--- src/rtl/cfgld_pkg.sv ---
package cfgld_pkg;
   localparam int        CHAR_W = 8;
   localparam logic [7:0] CH_CR  = 8'h0D;
   localparam logic [7:0] CH_LF  = 8'h0A;
   localparam logic [7:0] CH_ACK = 8'h4B;
   localparam logic [7:0] CH_NAK = 8'h3F;

   typedef enum logic [1:0] {RX_IDLE, RX_START, RX_DATA, RX_STOP} rx_state_t;
   typedef enum logic [1:0] {RS_IDLE, RS_CODE, RS_EOL} resp_state_t;

   // bit 4 flags a hex digit, bits 3:0 carry its value
   function automatic logic [4:0] hex_val(input logic [7:0] c);
      if (c >= 8'h30 && c <= 8'h39) return {1'b1, 4'(c - 8'h30)};
      if (c >= 8'h61 && c <= 8'h66) return {1'b1, 4'(c - 8'h57)};
      if (c >= 8'h41 && c <= 8'h46) return {1'b1, 4'(c - 8'h37)};
      return 5'b0;
   endfunction
endpackage

--- src/rtl/cfgld_uart_rx.sv ---
module cfgld_uart_rx
   import cfgld_pkg::*;
#(
   parameter int OVS = 16
) (
   input  logic              clk,
   input  logic              rst,
   input  logic              os_tick,
   input  logic              rxd,
   output logic              byte_vld,
   output logic [CHAR_W-1:0] byte_out
);
   localparam int CW = $clog2(OVS);
   localparam int BW = $clog2(CHAR_W + 1);

   logic [1:0]        sync;
   logic              line;
   rx_state_t         st;
   logic [CW-1:0]     tcnt;
   logic [BW-1:0]     bcnt;
   logic [CHAR_W-1:0] shreg;

   always_ff @(posedge clk) begin
      if (rst) sync <= 2'b11;
      else     sync <= {sync[0], rxd};
   end
   assign line = sync[1];

   always_ff @(posedge clk) begin
      byte_vld <= 1'b0;
      if (rst) begin
         st    <= RX_IDLE;
         tcnt  <= '0;
         bcnt  <= '0;
         shreg <= '0;
      end else begin
         case (st)
            RX_IDLE: if (!line) begin
               st   <= RX_START;
               tcnt <= '0;
            end
            RX_START: if (os_tick) begin
               if (tcnt == CW'(OVS/2 - 1)) begin
                  tcnt <= '0;
                  bcnt <= '0;
                  st   <= line ? RX_IDLE : RX_DATA;
               end else tcnt <= tcnt + 1'b1;
            end
            RX_DATA: if (os_tick) begin
               if (tcnt == CW'(OVS - 1)) begin
                  tcnt  <= '0;
                  shreg <= {line, shreg[CHAR_W-1:1]};
                  bcnt  <= bcnt + 1'b1;
                  if (bcnt == BW'(CHAR_W - 1)) st <= RX_STOP;
               end else tcnt <= tcnt + 1'b1;
            end
            default: if (os_tick) begin
               if (tcnt == CW'(OVS - 1)) begin
                  tcnt     <= '0;
                  st       <= RX_IDLE;
                  byte_vld <= line;
               end else tcnt <= tcnt + 1'b1;
            end
         endcase
      end
   end
   assign byte_out = shreg;
endmodule

--- src/rtl/cfgld_uart_tx.sv ---
module cfgld_uart_tx
   import cfgld_pkg::*;
#(
   parameter int OVS = 16
) (
   input  logic              clk,
   input  logic              rst,
   input  logic              os_tick,
   input  logic              start,
   input  logic [CHAR_W-1:0] din,
   output logic              busy,
   output logic              txd
);
   localparam int FW = CHAR_W + 2;
   localparam int CW = $clog2(OVS);
   localparam int NW = $clog2(FW + 1);

   logic [FW-1:0] frame;
   logic [NW-1:0] left;
   logic [CW-1:0] tcnt;

   always_ff @(posedge clk) begin
      if (rst) begin
         busy  <= 1'b0;
         frame <= '1;
         left  <= '0;
         tcnt  <= '0;
      end else if (!busy) begin
         if (start) begin
            frame <= {1'b1, din, 1'b0};
            left  <= NW'(FW);
            tcnt  <= '0;
            busy  <= 1'b1;
         end
      end else if (os_tick) begin
         if (tcnt == CW'(OVS - 1)) begin
            tcnt  <= '0;
            frame <= {1'b1, frame[FW-1:1]};
            left  <= left - 1'b1;
            if (left == NW'(1)) busy <= 1'b0;
         end else tcnt <= tcnt + 1'b1;
      end
   end
   assign txd = frame[0];
endmodule

--- src/rtl/cfgld_parser.sv ---
module cfgld_parser
   import cfgld_pkg::*;
#(
   parameter int REG_W    = 8,
   parameter int NREG     = 16,
   parameter int ADDR_DIG = 2,
   parameter int AW       = 4
) (
   input  logic              clk,
   input  logic              rst,
   input  logic              byte_vld,
   input  logic [CHAR_W-1:0] byte_in,
   input  logic              tx_busy,
   output logic              wr_en,
   output logic [AW-1:0]     wr_addr,
   output logic [REG_W-1:0]  wr_data,
   output logic              tx_start,
   output logic [CHAR_W-1:0] tx_byte
);
   localparam int AF   = 4 * ADDR_DIG;
   localparam int NDIG = ADDR_DIG + REG_W / 4;
   localparam int ACCW = AF + REG_W;
   localparam int DCW  = $clog2(NDIG + 2);

   logic [ACCW-1:0] acc;
   logic [DCW-1:0]  ndig;
   logic            bad;
   logic [4:0]      hv;
   logic            is_cr, is_lf, line_ok;
   logic [AF-1:0]   a_fld;
   resp_state_t     rs;
   logic [CHAR_W-1:0] code;
   logic            sent_q;

   assign hv      = hex_val(byte_in);
   assign is_cr   = (byte_in == CH_CR);
   assign is_lf   = (byte_in == CH_LF);
   assign a_fld   = acc[ACCW-1:REG_W];
   assign line_ok = !bad && (ndig == DCW'(NDIG)) && ({1'b0, a_fld} < (AF+1)'(NREG));
   assign wr_en   = byte_vld && is_cr && line_ok;
   assign wr_addr = a_fld[AW-1:0];
   assign wr_data = acc[REG_W-1:0];

   always_ff @(posedge clk) begin
      if (rst) begin
         acc  <= '0;
         ndig <= '0;
         bad  <= 1'b0;
      end else if (byte_vld) begin
         if (is_cr) begin
            acc  <= '0;
            ndig <= '0;
            bad  <= 1'b0;
         end else if (hv[4]) begin
            acc <= {acc[ACCW-5:0], hv[3:0]};
            if (ndig != DCW'(NDIG + 1)) ndig <= ndig + 1'b1;
         end else if (!is_lf) begin
            bad <= 1'b1;
         end
      end
   end

   // two-byte reply; sent_q covers the cycle before the transmitter shows busy
   always_comb begin
      tx_start = (rs != RS_IDLE) && !tx_busy && !sent_q;
      tx_byte  = (rs == RS_CODE) ? code : CH_CR;
   end

   always_ff @(posedge clk) begin
      if (rst) begin
         rs     <= RS_IDLE;
         code   <= CH_NAK;
         sent_q <= 1'b0;
      end else begin
         sent_q <= tx_start;
         case (rs)
            RS_IDLE: if (byte_vld && is_cr) begin
               code <= line_ok ? CH_ACK : CH_NAK;
               rs   <= RS_CODE;
            end
            RS_CODE: if (tx_start) rs <= RS_EOL;
            default: if (tx_start) rs <= RS_IDLE;
         endcase
      end
   end
endmodule

--- src/rtl/cfg_serial_loader.sv ---
module cfg_serial_loader
   import cfgld_pkg::*;
#(
   parameter int REG_W       = 8,
   parameter int NUM_REGS    = 16,
   parameter int ADDR_DIGITS = 2,
   parameter int OVERSAMPLE  = 16,
   parameter int TICK_DIV    = 2
) (
   input  logic                      clk,
   input  logic                      rst,
   input  logic                      rxd,
   output logic                      txd,
   output logic [NUM_REGS*REG_W-1:0] cfg_regs
);
   localparam int AW = (NUM_REGS > 1) ? $clog2(NUM_REGS) : 1;

   if (REG_W % 4 != 0 || REG_W < 4) begin : g_bad_width
      $error("REG_W must be a positive multiple of 4");
   end
   if (OVERSAMPLE < 4 || OVERSAMPLE % 2 != 0) begin : g_bad_ovs
      $error("OVERSAMPLE must be even and at least 4");
   end
   if (TICK_DIV < 1) begin : g_bad_div
      $error("TICK_DIV must be at least 1");
   end
   if (NUM_REGS < 1 || AW > 4 * ADDR_DIGITS) begin : g_bad_regs
      $error("NUM_REGS does not fit the index digits");
   end

   logic              os_tick;
   logic              rx_vld;
   logic [CHAR_W-1:0] rx_byte;
   logic              wr_en;
   logic [AW-1:0]     wr_addr;
   logic [REG_W-1:0]  wr_data;
   logic              tx_start, tx_busy;
   logic [CHAR_W-1:0] tx_byte;

   if (TICK_DIV == 1) begin : g_tick_full
      assign os_tick = 1'b1;
   end else begin : g_tick_div
      localparam int TW = $clog2(TICK_DIV);
      logic [TW-1:0] tc;
      always_ff @(posedge clk) begin
         if (rst || tc == TW'(TICK_DIV - 1)) tc <= '0;
         else                                tc <= tc + 1'b1;
      end
      assign os_tick = (tc == TW'(TICK_DIV - 1));
   end

   cfgld_uart_rx #(.OVS(OVERSAMPLE)) u_rx (
      .clk(clk), .rst(rst), .os_tick(os_tick), .rxd(rxd),
      .byte_vld(rx_vld), .byte_out(rx_byte)
   );

   cfgld_parser #(.REG_W(REG_W), .NREG(NUM_REGS), .ADDR_DIG(ADDR_DIGITS), .AW(AW)) u_parse (
      .clk(clk), .rst(rst), .byte_vld(rx_vld), .byte_in(rx_byte), .tx_busy(tx_busy),
      .wr_en(wr_en), .wr_addr(wr_addr), .wr_data(wr_data),
      .tx_start(tx_start), .tx_byte(tx_byte)
   );

   cfgld_uart_tx #(.OVS(OVERSAMPLE)) u_tx (
      .clk(clk), .rst(rst), .os_tick(os_tick), .start(tx_start), .din(tx_byte),
      .busy(tx_busy), .txd(txd)
   );

   for (genvar g = 0; g < NUM_REGS; g++) begin : g_reg
      logic [REG_W-1:0] q;
      always_ff @(posedge clk) begin
         if (rst)                                q <= '0;
         else if (wr_en && wr_addr == AW'(g))    q <= wr_data;
      end
      assign cfg_regs[g*REG_W +: REG_W] = q;
   end
endmodule

--- config.mk ---
export PLATFORM = sky130hd
export DESIGN_NAME = cfg_serial_loader
export DESIGN_NICKNAME = d
export VERILOG_FILES = /design/src/rtl/cfgld_pkg.sv /design/src/rtl/cfgld_uart_rx.sv /design/src/rtl/cfgld_uart_tx.sv /design/src/rtl/cfgld_parser.sv /design/src/rtl/cfg_serial_loader.sv
export SDC_FILE = /design/constraint.sdc
export NUM_CORES = 1
export LEC_CHECK = 0
export BUFFER_PORTS_ARGS = -buffer_cell sky130_fd_sc_hd__buf_2
export CAP_MARGIN = 15
export CELL_PAD_IN_SITES_DETAIL_PLACEMENT = 0
export CELL_PAD_IN_SITES_GLOBAL_PLACEMENT = 1
export CORE_MARGIN = 10
export CORE_UTILIZATION = 45
export CTS_BUF_LIST = sky130_fd_sc_hd__clkbuf_16
export DETAILED_ROUTE_END_ITERATION = 12
export PLACE_DENSITY_LB_ADDON = 0.1
export SLEW_MARGIN = 15
export SYNTH_ARGS = -nofsm -noshare
export SYNTH_HDL_FRONTEND = slang
export SYNTH_SLANG_ARGS = --single-unit
--- constraint.sdc ---
create_clock -name clk -period 3.22 [get_ports clk]
set_input_delay 0.161 -clock clk [delete_from_list [all_inputs] [get_ports clk]]
set_output_delay 0.161 -clock clk [all_outputs]
set_load 0.05 [all_outputs]
==> Word level (Yosys, flattened, before mapping) <==
Index checks and enable logic that the tools add are counted.
{ "word_totals": {"regBits": 200, "latch_bits": 0, "mem_bits_rw": 0, "romBits": 0, "inputBits": 3, "output_inout_bits": 129, "elab_cells": 206, "memories": 0} }
{ "op_classes": {"n_addsub": 9, "multipliers": 0, "div": 0, "order_cmp": 7, "n_eq_ne": 39, "shifts": 0, "mux": 64, "bitwise_logic": 2, "n_reduce_logical": 52} }
{ "ops": {"columns": ["op", "count"], "rows": [
  ["$mux 4", 17],
  ["$eq 4x4->1 const B", 10],
  ["$mux 10", 4],
  ["$mux 16", 2],
  ["$mux 5", 6],
  ["$logic_and 1x1->1", 25],
  ["$eq 4x3->1 const B", 6],
  ["$mux 2", 12],
  ["$reduce_and 3->1", 6],
  ["$eq 8x4->1 const B", 2],
  ["$ge 8x7->1 const B", 2],
  ["$le 8x7->1 const B", 2],
  ["$pmux 4 s2", 2],
  ["$mux 1", 14],
  ["$ne 2x2->1 const B", 7],
  ["$reduce_bool 2->1", 7],
  ["$add 4x1->4 const B", 3],
  ["$ne 2x1->1 const B", 5],
  ["$mux 3", 3],
  ["$eq 4x1->1 const B", 2],
  ["$eq 4x2->1 const B", 2],
  ["$ge 8x6->1 const B", 1],
  ["$le 8x6->1 const B", 1],
  ["$lt 8x5->1 const B", 1],
  ["other kinds (22)", 31]
]} }

==> Longest topological paths before layout <==
{ "depth": {"word_depth": 11, "depth_mapped": 8} }

==> Hierarchy <==
From an unflattened synthesis, not the netlist that was laid out.
{ "hier_totals": {"hier_cells": 834, "hier_area_um2": 8380.5} }
{ "modules_own_cells": {"columns": ["module", "n_inst", "cells_per_inst", "area_per_inst_um2", "seq_area_each_um2"], "rows": [
  ["cfg_serial_loader", 1, 458, 5088.6, 2582.5],
  ["cfgld_parser", 1, 166, 1395.1, 500.5],
  ["cfgld_uart_rx", 1, 109, 988.4, 420.4],
  ["cfgld_uart_tx", 1, 101, 908.4, 360.3]
]} }

==> Worst setup path before layout <==
Ideal clock, no wire load.
{ "synth_timing": {"kind": "reg-to-reg", "start": "register u_parse.ndig[0]", "end": "register g_reg[0].q[7]", "arrival_time_ns": 1.902, "required_time_ns": 3.088, "setup_slack_ns": 1.185, "path_stages_with_launch": 9, "synth_period_minus_slack_ns": 2.035, "cell_sequence": "dfxtp_1 > inv_1 > ha_1 > or4b_1 > nor4b_1 > buf_2 > buf_6 > nand3_4 > mux2i_1"} }
{ "synth_between": {"elab_chain_len": 5} }
{ "synth_lines": {"columns": ["element", "line", "source"], "rows": [
  ["start: declaration", "cfgld_parser.sv:26", "logic [DCW-1:0] ndig;"],
  ["start signal: assignment", "cfgld_parser.sv:56", "if (ndig != DCW'(NDIG + 1)) ndig <= ndig + 1'b1;"],
  ["$eq 3x3->1", "cfgld_parser.sv:39", "assign line_ok = !bad && (ndig == DCW'(NDIG)) && ({1'b0, a_fld} < (AF+1)'(NREG));"],
  ["$logic_and 1x1->1 (2 in series)", "cfgld_parser.sv:39", null],
  ["$logic_and 1x1->1", "cfgld_parser.sv:40", "assign wr_en = byte_vld && is_cr && line_ok;"],
  ["$logic_and 1x1->1", "cfg_serial_loader.sv:72", "else if (wr_en && wr_addr == AW'(g)) q <= wr_data;"],
  ["end signal: assignment", "cfg_serial_loader.sv:72", null],
  ["end: declaration", "cfg_serial_loader.sv:69", "logic [REG_W-1:0] q;"]
]} }
No other way between the ends.
A chain may end at the register's enable or synchronous reset.

==> Worst setup path in the final report <==
{ "layout_timing": {"start": "register u_rx.shreg[4], in the netlist u_rx.byte_out[4]", "end": "register g_reg[5].q[7]"} }
{ "layout_between": {"elab_chain_len": 4} }
{ "layout_lines": {"columns": ["element", "line", "source"], "rows": [
  ["start: declaration", "cfgld_uart_rx.sv:21", "logic [CHAR_W-1:0] shreg;"],
  ["start signal: assignment", "cfgld_uart_rx.sv:52", "shreg <= {line, shreg[CHAR_W-1:1]};"],
  ["$eq 8x4->1", "cfgld_parser.sv:36", "assign is_cr = (byte_in == CH_CR);"],
  ["$logic_and 1x1->1 (2 in series)", "cfgld_parser.sv:40", null],
  ["$logic_and 1x1->1", "cfg_serial_loader.sv:72", null],
  ["end signal: assignment", "cfg_serial_loader.sv:72", null],
  ["end: declaration", "cfg_serial_loader.sv:69", null]
]} }
No other way between the ends.

==> out/qor.csv <==
stage;metric;value;unit
run_status;status;finished clean;
timing;Slew @ Worst Pin;1.02;ns
setup_path;Critical Path RT;3.56;ns
setup_path;CP max FO;8;
grt;Total GRT Usage;17.7;%
yosys;Syn Nets;864;
timing;final setup vio count;0;
yosys;Synth Instances;846;
yosys;Synth Flop Type;dfxtp_1;
floorplanning;Die ar.;0.0246;mm2
yosys;fraction of the mapped netlist area in adder cells;2.23;%
detailed_routing;drt total wl;21900;um
yosys;post-synthesis sequential area ratio;45.9;%
clocking;Sink Count;193;
yosys;#FFs+latches synth;193;
setup_path;CP arrival;2.86;ns
clocking;Num CTS Buffers;17;
yosys;Yosys warning count;0;
timing;final hold vios;0;
finish;layout cell share with drive strength beyond 1;21.1;%
floorplanning;row cnt;49;
setup_path;CP most frequent cell;and3_1;
finish;cell area after layout;0.00978;mm2
yosys;area share of the largest cell type after synthesis;45.9;%
yosys;multiplexer share of the synthesized area;15.6;%
yosys;synth cell count leaders;dfxtp_1, nand2b_1, mux2i_1, clkbuf_1, a21oi_1;
yosys;asr flop ratio synth;0;%
setup_path;worst path buffer plus inverter count;0;
setup_path;CP startpoint kind;register;
placed_design;dpl hpwl;14900;um
detailed_routing;Initial DRC Count;308;
clocking;Clock H-tree levels;4;
setup_path;Worst path slowest cell;and3_1;
finish;Layout area overhead;16.2;%
placed_design;routability cong.;0.808;
timing;fmax;398;MHz
finish;Ant. Diodes;0;
yosys;Synth area leader;dfxtp_1;
yosys;Post-synth EDFFs;0;
finish;number of fill cells;1645;
timing;Worst Skew;0.0106;ns
job;Max Cap Violations;0;
setup_path;crit-path max cell delay;0.67;ns
detailed_routing;remaining antenna violation count;0;
yosys;xor/xnor share of the synthesized area;0.520;%
pwr;worst vdd ir;0.000391;V
detailed_routing;router iterations before antenna repair;5;
floorplanning;Die H;157;um
yosys;Compound-Gate Fraction of Synth Area;8.65;%
worst_hold_path;Hold Crit Class;in2reg;
detailed_routing;vias after detailed routing;6448;
clocking;Clock Latency Late Sink;0.44;ns
timing;Max Slew Vio Count;0;
floorplanning;num ports;132;
timing;period utilization;78.1;%
clocking;CTS clk-pin slew, worst paths;0.08;ns
timing;min cycle time layout;2.51;ns
floorplanning;total core area;0.0182;mm2
yosys;most numerous cell in the Yosys netlist;dfxtp_1;
finish;final net count;961;
timing;RSZ-0062 raised after global routing;no;
clocking;post-cts repair resize count;0;
grt;wire length of the first global-routing pass;35200;um
placed_design;instance area after placement;0.00920;mm2
setup_path;cell chain of the critical path;nor4_1 -> and3_1 -> and3_1 -> mux2i_1;
grt;gr ovfl total;0;
yosys;post-synthesis cell type count;64;
clocking;clock root cell;clkbuf_16;
clocking;Longest Clk Path Bufs;2;
pwr;power per cell area;468;mW/mm2
yosys;Synth area leaders;dfxtp_1, mux2i_1, nand2b_1, clkbuf_1, a21oi_1;
detailed_routing;vias per std cell;5.44;
yosys;largest family of logic cells by synthesized area;simple AND/OR/NAND/NOR gates;
detailed_routing;WL/cell;18.5;um
clocking;TritonCTS clock tree;yes;
setup_path;family with the most delay on the worst path;simple AND/OR/NAND/NOR gates;
yosys;cell area after synthesis;0.00842;mm2
placed_design;port bufs;131;
grt;vias in the first global route;6528;
yosys;Syn Area/Cell;9.96;um2
timing;Final TNS setup;0;ns
floorplanning;die span in x;157;um
setup_path;CP Class;reg2reg;
pwr;leak pwr;4.55;nW
timing;max_slew headroom;31.8;%
yosys;simple-gate area share of the yosys netlist;23.6;%
grt;largest net degree at the start of global routing;82;
detailed_routing;DRC viols;0;
grt;initial antenna violation count;0;
floorplanning;initial core utilization;46.3;%
setup_path;Setup crit end kind;register;
[stage by stage]
| step | instances | setup slack [ns] | hold WS, ns | utilization, % | total power [mW] |
|---|---|---|---|---|---|
| floorplan | 846 | 1.19 | 0.265 | - | 2.52 |
| global placement | 1152 | 0.793 | 0.346 | 50.5 | 2.53 |
| detailed placement | 1152 | 0.749 | 0.350 | 50.5 | 2.54 |
| CTS | 1185 | 0.717 | 0.134 | 53.7 | 4.61 |
| global route | 1185 | 0.566 | 0.159 | 53.7 | 4.72 |
| finish | 1185 | 0.706 | 0.155 | 53.7 | 4.58 |
[report_power, final]
group	switching [mW]	internal (mW)	total, mW
sequential	0.00554	2.39	2.39
combinational	0.0470	0.0390	0.0860
clock	1.01	1.09	2.10
[metal layers]
layer	part of all wire, %	track usage [%]
met4	1.1	5.48
met2	50	30.8
met5	0	0
met1	44	21.1
met3	4.7	3.89
[area by class of cell]
| cell class | instances | area, um2 | area share, % |
|---|---|---|---|
| Tap cell | 229 | 287 | 2.93 |
| Multi-Input combinational cell | 578 | 4270 | 43.6 |
| Inverter | 11 | 41.3 | 0.422 |
| Timing Repair Buffer | 142 | 756 | 7.72 |
| Sequential cell | 193 | 3860 | 39.5 |
| Clock buffer | 17 | 425 | 4.35 |
| Clock inverter | 15 | 146 | 1.50 |
[flip-flops by register name, summed over array words and instances, names as in the netlist]
name and cells:
g.q 128, u_tx.tcnt 4, u_rx.byte_out 8, u_rx.st 2
u_rx.bcnt 4, u_parse.bad 1, u_rx.sync 2, u_parse.code 2
g_tick_div.tc 1, u_parse.acc 16, u_tx.frame 9, u_rx.tcnt 4
u_parse.rs 2, u_parse.sent_q 1, u_tx.busy 1, u_parse.ndig 3
u_tx.left 4, u_rx.byte_vld 1
[kinds of logic after synthesis]
group           count (synthesis)
mux                           131
compound gates                109
flops                         193
simple gates                  318
buf+inv                        75
fa+ha+maj                      15
xor+xnor                        5
[worst register-to-register path, cell delays in order, from the launching register on]
cell and delay [ns]:
dfxtp_1 0.35, nor4_1 0.56, and3_1 0.67, and3_1 0.59
mux2i_1 0.26
[timing repair]
| item | 4_1_cts | 5_1_grt |
|---|---|---|
| hold endpoints to repair | 1 | 0 |
| hold buffers | 1 | 0 |
| setup buffers | 0 | 0 |
[layout by cell type, fill, tap and decap left out, drive strengths merged, types with 7 or more instances in the layout]
master,Yosys,layout
mux2i,131,131
dfxtp,193,193
nor3,19,19
a21oi,40,40
o211ai,15,15
ha,15,15
buf,9,141
nand2b,149,149
nand2,28,28
nand4,18,18
clkbuf,55,17
inv,11,20
nand3,33,33
and3,7,7
nor2,29,29
o21ai,10,10
[worst paths after layout]
check                                     start                          end  slack [ns]  cells past startpoint
setup / recovery  u_rx.byte_out[4]$_SDFFE_PP0P_   g_reg[5].q[7]$_SDFFE_PP0P_        0.71                      4
hold / removal                              rst  u_parse.acc[5]$_SDFFE_PP0P_        0.16                      2
setup reg to reg  u_rx.byte_out[4]$_SDFFE_PP0P_   g_reg[5].q[7]$_SDFFE_PP0P_        0.71                      4
hold reg to reg         u_rx.sync[0]$_SDFF_PP1_      u_rx.sync[1]$_SDFF_PP1_        0.42                      1
Note: power is estimated with default switching activity, not from simulation.
